### config.mk
export PLATFORM = sky130hd
export DESIGN_NAME = rom_hdr_check
export DESIGN_NICKNAME = d
export VERILOG_FILES = /design/src/rtl/rom_hdr_check.sv
export SDC_FILE = /design/constraint.sdc
export NUM_CORES = 1
export LEC_CHECK = 0
export BUFFER_PORTS_ARGS = -buffer_cell sky130_fd_sc_hd__buf_4
export CORE_MARGIN = 4
export CORE_UTILIZATION = 49
export CTS_BUF_LIST = sky130_fd_sc_hd__clkbuf_2
export CTS_CLUSTER_DIAMETER = 100
export CTS_CLUSTER_SIZE = 28
export DETAILED_ROUTE_END_ITERATION = 7
export GPL_TIMING_DRIVEN = 0
export PLACE_DENSITY = 0.69
export SETUP_SLACK_MARGIN = 0.2
export SLEW_MARGIN = 20
export SYNTH_ARGS = -nofsm -noshare
export SYNTH_HDL_FRONTEND = slang
export SYNTH_SLANG_ARGS = --single-unit
### constraint.sdc
create_clock -name clk -period 5.4 [get_ports clk]
set_input_delay 1.08 -clock clk [delete_from_list [all_inputs] [get_ports clk]]
set_output_delay 1.08 -clock clk [all_outputs]
set_load 0.02 [all_outputs]
### src/rtl/rom_hdr_check.sv
module rom_hdr_check #(
  parameter int          LEN_W         = 10,
  parameter int          PAYLOAD_START = 13,
  parameter int          HDR_BYTES     = 22,
  parameter int          MAX_REV       = 2,
  parameter logic [7:0]  POLY8         = 8'h07,
  parameter logic [31:0] POLY32        = 32'h82F63B78
) (
  input  logic              clk,
  input  logic              rst_n,
  input  logic              start,
  input  logic              in_valid,
  input  logic [7:0]        in_byte,
  input  logic              in_last,
  output logic [63:0]       uid_o,
  output logic [15:0]       vendor_o,
  output logic [15:0]       model_o,
  output logic [7:0]        revision_o,
  output logic [LEN_W-1:0]  payload_len_o,
  output logic              done,
  output logic              err_fatal,
  output logic              err_uid_crc,
  output logic              err_size,
  output logic              err_trunc,
  output logic              warn_data_crc,
  output logic              warn_rev
);
  localparam int POS_W = LEN_W + 2;
  localparam logic [POS_W-1:0] POS_MAX = '1;

  function automatic logic [7:0] c8_step(input logic [7:0] c, input logic [7:0] b);
    logic [7:0] v;
    v = c ^ b;
    for (int i = 0; i < 8; i++) v = v[7] ? ((v << 1) ^ POLY8) : (v << 1);
    return v;
  endfunction

  function automatic logic [31:0] c32_step(input logic [31:0] c, input logic [7:0] b);
    logic [31:0] v;
    v = c ^ {24'd0, b};
    for (int i = 0; i < 8; i++) v = v[0] ? ((v >> 1) ^ POLY32) : (v >> 1);
    return v;
  endfunction

  logic             busy, fin;
  logic [POS_W-1:0] pos;
  logic [7:0]       uid_ref, crc8_q;
  logic [31:0]      crc32_q, crc32_ref;
  logic [15:0]      len_field;

  wire              take  = in_valid && busy && !start;
  wire [POS_W-1:0]  total = POS_W'(len_field[LEN_W-1:0]) + POS_W'(PAYLOAD_START);
  wire              in_pay = (pos >= POS_W'(PAYLOAD_START)) && (pos < POS_W'(16) || pos < total);

  wire trunc_c = (pos < POS_W'(16)) || (pos < total);
  wire size_c  = (pos >= POS_W'(16)) && ((total < POS_W'(HDR_BYTES)) || (pos > total));
  wire uid_c   = (pos >= POS_W'(9)) && (crc8_q != uid_ref);
  wire fatal_c = trunc_c || size_c || uid_c;

  assign payload_len_o = len_field[LEN_W-1:0];

  always_ff @(posedge clk) begin
    if (!rst_n || start) begin
      busy <= start; fin <= 1'b0; pos <= '0; done <= 1'b0;
      crc8_q <= 8'hFF; crc32_q <= '1; crc32_ref <= '0; uid_ref <= '0;
      uid_o <= '0; vendor_o <= '0; model_o <= '0; revision_o <= '0; len_field <= '0;
      err_fatal <= 1'b0; err_uid_crc <= 1'b0; err_size <= 1'b0; err_trunc <= 1'b0;
      warn_data_crc <= 1'b0; warn_rev <= 1'b0;
    end else begin
      done <= fin;
      fin  <= 1'b0;
      if (fin) begin
        err_trunc     <= trunc_c;
        err_size      <= size_c;
        err_uid_crc   <= uid_c;
        err_fatal     <= fatal_c;
        warn_data_crc <= !fatal_c && (~crc32_q != crc32_ref);
        warn_rev      <= !fatal_c && (revision_o > 8'(MAX_REV));
      end
      if (take) begin
        if (pos != POS_MAX) pos <= pos + 1'b1;
        if (in_last) begin busy <= 1'b0; fin <= 1'b1; end
        if (in_pay) crc32_q <= c32_step(crc32_q, in_byte);
        case (pos)
          POS_W'(0):  uid_ref <= in_byte;
          POS_W'(1), POS_W'(2), POS_W'(3), POS_W'(4),
          POS_W'(5), POS_W'(6), POS_W'(7), POS_W'(8): begin
            uid_o[(int'(pos) - 1) * 8 +: 8] <= in_byte;
            crc8_q <= c8_step(crc8_q, in_byte);
          end
          POS_W'(9), POS_W'(10), POS_W'(11), POS_W'(12):
            crc32_ref[(int'(pos) - 9) * 8 +: 8] <= in_byte;
          POS_W'(13): revision_o       <= in_byte;
          POS_W'(14): len_field[7:0]   <= in_byte;
          POS_W'(15): len_field[15:8]  <= in_byte;
          POS_W'(16): vendor_o[7:0]    <= in_byte;
          POS_W'(17): vendor_o[15:8]   <= in_byte;
          POS_W'(18): model_o[7:0]     <= in_byte;
          POS_W'(19): model_o[15:8]    <= in_byte;
          default: ;
        endcase
      end
    end
  end
endmodule

==> results.txt <==
Status -> complete, no violations
CTS tree -> done
CP required -> 6.21 ns
Num CTS Buffers -> 12
Area of the die -> 25460 um2
Slowest cell on crit path -> a2111o_1
P per Cell Area -> 200.7 nW/um2
CTS Root Cell -> clkbuf_2
I/O pin count -> 134
Post-Place Cell Area -> 12560 um2
Via count -> 10100
Synthesized Nets -> 1372
Clk sinks -> 215
Fillers -> 2114
Tcrit/Tclk final -> 0.8921
Final hold vios -> 0
Critical Path Start -> pos[0]$_SDFFE_PP0P_
Critical path class -> flop to flop
Drt wl/cell -> 18.88 um
Final GP Congestion -> 0.9300
Die width -> 159.6 um
Worst Setup End Kind -> flop
Rows -> 55
Top-area cell type share of the netlist area -> 0.3806
Worst Path Max Fanout -> 10
Yosys cell types -> 71
Cell taking the most area after synthesis -> dfxtp_1
Global-route usage over all layers -> 0.2557
Routed Antenna Nets -> 0
Vias/cell -> 5.713
Layout cells sized above 1 -> 0.1296
Slew HR -> 0.2324
Critical Path AT -> 5.63 ns
Cell Chain, Critical Path -> clkbuf_2 -> inv_1 -> ha_1 -> clkbuf_2 -> nand2_1 -> nor2_1 -> nand2_1 -> nor3_1 -> nand3_1 -> ha_1 -> nor4b_2 -> o21ai_0 -> a2111o_1 -> clkbuf_1 -> o21ai_0 -> a21oi_1
Slew @ Worst Pin -> 1.149 ns
Synthesized instance count -> 1337
#FFs+latches synth -> 215
Finished Cell Area -> 12710 um2
R2r endpoint -> crc32_ref[26]$_SDFFE_PP0P_
Global route overflow -> 0
Worst R2R Start -> pos[0]$_SDFFE_PP0P_
R2R cell count -> 16
Area of the multi-input gates -> 6563 um2
Mean Syn Cell Area -> 8.419 um2
Crit-path max cell delay -> 0.58 ns
Final wirelength -> 33380 um
Synth warnings -> 0
Setup violators final -> 0
Port bufs -> 125
Post-layout power -> 2.551 mW
Hold buffers post-CTS -> 0
Largest net degree at the start of global routing -> 30
Post-synthesis sequential area ratio -> 0.3833
Inst Count DP -> 1747
Fmax -> 0.2076 GHz
Max Cap Viol -> 0
CP endpoint -> crc32_ref[26]$_SDFFE_PP0P_
Ys flop type -> dfxtp_1
Register Area -> 4315 um2
Initial DRC count -> 877
Synth area leaders -> dfxtp_1 38%, xnor2_1 10%, nand2_1 8.3%
Pleak -> 5.134 nW
Final net count -> 1513
Number of flops mapped to enable cells by yosys -> 1
Setup Skew -> 0.1349 ns
Async SR Flop Fraction -> 0
Fin. max-slew vios -> 0
H-tree depth -> 1
Min cycle time layout -> 4.818 ns
Layout area overhead -> 12.93%
Post-DP HPWL -> 25020 um
Clock-pin slew on the worst setup and hold paths -> 0.50 ns
DRC -> 0
DRT Pass-1 Iters -> 5
R2R Setup Slk -> 0.58 ns
Critical Path Start Type -> flop
Worst min path class -> input pin to flop
Peak VDD IR -> 0.1429 mV
Fin Setup TNS -> 0 ns
Cell Count, Final, Fillers Out -> 1768
Final Core Density -> 0.5614
Cell Area, Synth -> 11260 um2
Vias in the first global route -> 9759
Core Region -> 22640 um2
Unrepaired setup endpoints after global routing -> yes
First-pass GRT wire length -> 53640 um
Antenna violations before repair -> 1
Die span in y -> 159.6 um
Initial cell density of the core -> 0.4972
Clk buf depth -> 3
Clk_lat worst skew -> 0.86 ns
==> metrics by stage <==
| step | hold slack, ns | worst slack (ns) |
|---|---|---|
| 6_report | 0.4568 | 0.5824 |
| 5_1_grt | 0.3873 | 0.1742 |
| 4_1_cts | 0.4244 | 0.3062 |
| 3_5_place_dp | 0.4459 | -0.05290 |
| 3_3_place_gp | 0.4393 | 0.01221 |
| 2_1_floorplan | 0.4452 | 1.165 |
==> cells by family after synthesis <==
kind of cell    after synthesis  share of synthesized area
flops                       215                     0.3833
fa+ha+maj                    22                    0.02445
buf+inv                     100                    0.03579
mux                          70                    0.06225
xor+xnor                    174                     0.1445
simple gates                511                     0.2128
compound gates              245                     0.1370
==> cells in the final DEF (no fill, tap or decap), types with 6 or more instances in the layout <==
cell,instances
o21a_1,6
nor2b_1,8
buf_4,128
nor3_1,18
a21o_1,8
nor2_1,69
xnor2_2,9
xor2_1,34
a21oi_1,110
clkbuf_1,73
inv_1,12
ha_1,22
buf_2,7
xnor2_1,128
nand2_1,248
and3_1,7
nand4_1,36
o211ai_1,25
mux2i_1,70
and2_1,16
or3_1,13
nor4_1,16
o21ai_0,52
dfxtp_1,213
nand3_1,45
clkbuf_2,16
==> per-layer routing <==
| metal | GRT usage | part of all wire | up-vias |
|---|---|---|---|
| met1 | 0.3610 | 0.46 | 4839 |
| met4 | 0.04931 | 0.015 | 0 |
| met3 | 0.03003 | 0.059 | 36 |
| met2 | 0.4255 | 0.46 | 327 |
| met5 | 0 | 0 | - |
| li1 | - | - | 4899 |
==> sequential cells by signal (all words and copies together), names as in the netlist <==
register       cells
busy               1
crc32_q           32
crc32_ref         32
crc8_q             8
done               1
err_fatal          1
err_size           1
err_trunc          1
err_uid_crc        1
fin                1
len_field         10
model_o           16
pos               12
revision_o         8
uid_o             64
uid_ref            8
vendor_o          16
warn_data_crc      1
warn_rev           1
==> cells in the mapped netlist (all sizes together) (3+ instances only) <==
cell	instances
a2111oi	4
a211oi	6
a21o	8
a21oi	111
and2	16
and3	7
buf	13
clkbuf	75
dfxtp	214
ha	22
inv	12
mux2i	70
nand2	250
nand2b	5
nand3	45
nand4	37
nand4b	3
nor2	69
nor2b	8
nor3	21
nor4	18
nor4b	3
o2111a	4
o2111ai	4
o211ai	25
o21a	6
o21ai	55
or2	5
or3	13
or4	4
xnor2	137
xor2	35
==> final cells by class <==
type                    count  area share
inverters                  12    0.003544
repair buffers            127     0.07501
flip-flops and latches    215      0.3395
multi-input cells        1022      0.5163
diodes                      1   0.0001969
clock buffers              14    0.005512
well taps                 285     0.02805
clock inverters             4    0.003544
plain buffers              88     0.02835
==> worst min path at each step <==
| stage | from | endpoint | slack [ns] | depth (start not counted) |
|---|---|---|---|---|
| after floorplan | uid_ref[0]$_SDFFE_PP0P_ | uid_ref[0]$_SDFFE_PP0P_ | 0.45 | 2 |
| after detailed placement | model_o[8]$_SDFFE_PP0P_ | model_o[8]$_SDFFE_PP0P_ | 0.45 | 2 |
| after global placement | vendor_o[15]$_SDFFE_PP0P_ | vendor_o[15]$_SDFFE_PP0P_ | 0.44 | 2 |
| after global routing | in_last | fin$_SDFF_PP0_ | 0.39 | 3 |
| after CTS | in_last | fin$_SDFF_PP0_ | 0.42 | 3 |
| final | in_last | fin$_SDFF_PP0_ | 0.46 | 3 |
==> worst max-delay path, delay by kind of cell, from the launching register on <==
kind | cells | cell delay (ns)
AO/OA/AOI/OAI | 4 | 1.20
adder cells (fa/ha/maj) | 2 | 0.76
flip-flops | 1 | 0.53
buffers and inverters | 4 | 0.97
AND/OR/NAND/NOR | 6 | 1.34
==> where the power goes <==
group | internal (mW) | total [mW] | switching [mW]
clock network | 0.0901 | 0.613 | 0.523
logic | 0.126 | 0.329 | 0.203
registers | 1.61 | 1.61 | 0.00172
total | 1.82 | 2.55 | 0.727
==> repair_timing <==
action / CTS / global route
gates resized for setup: 1 / 6
endpoints found under the hold margin: 0 / 0
setup endpoints to repair: 32 / 56
setup buffers: 2 / 0
pin swaps: 2 / 0
Note: power is estimated with default switching activity, not from simulation.
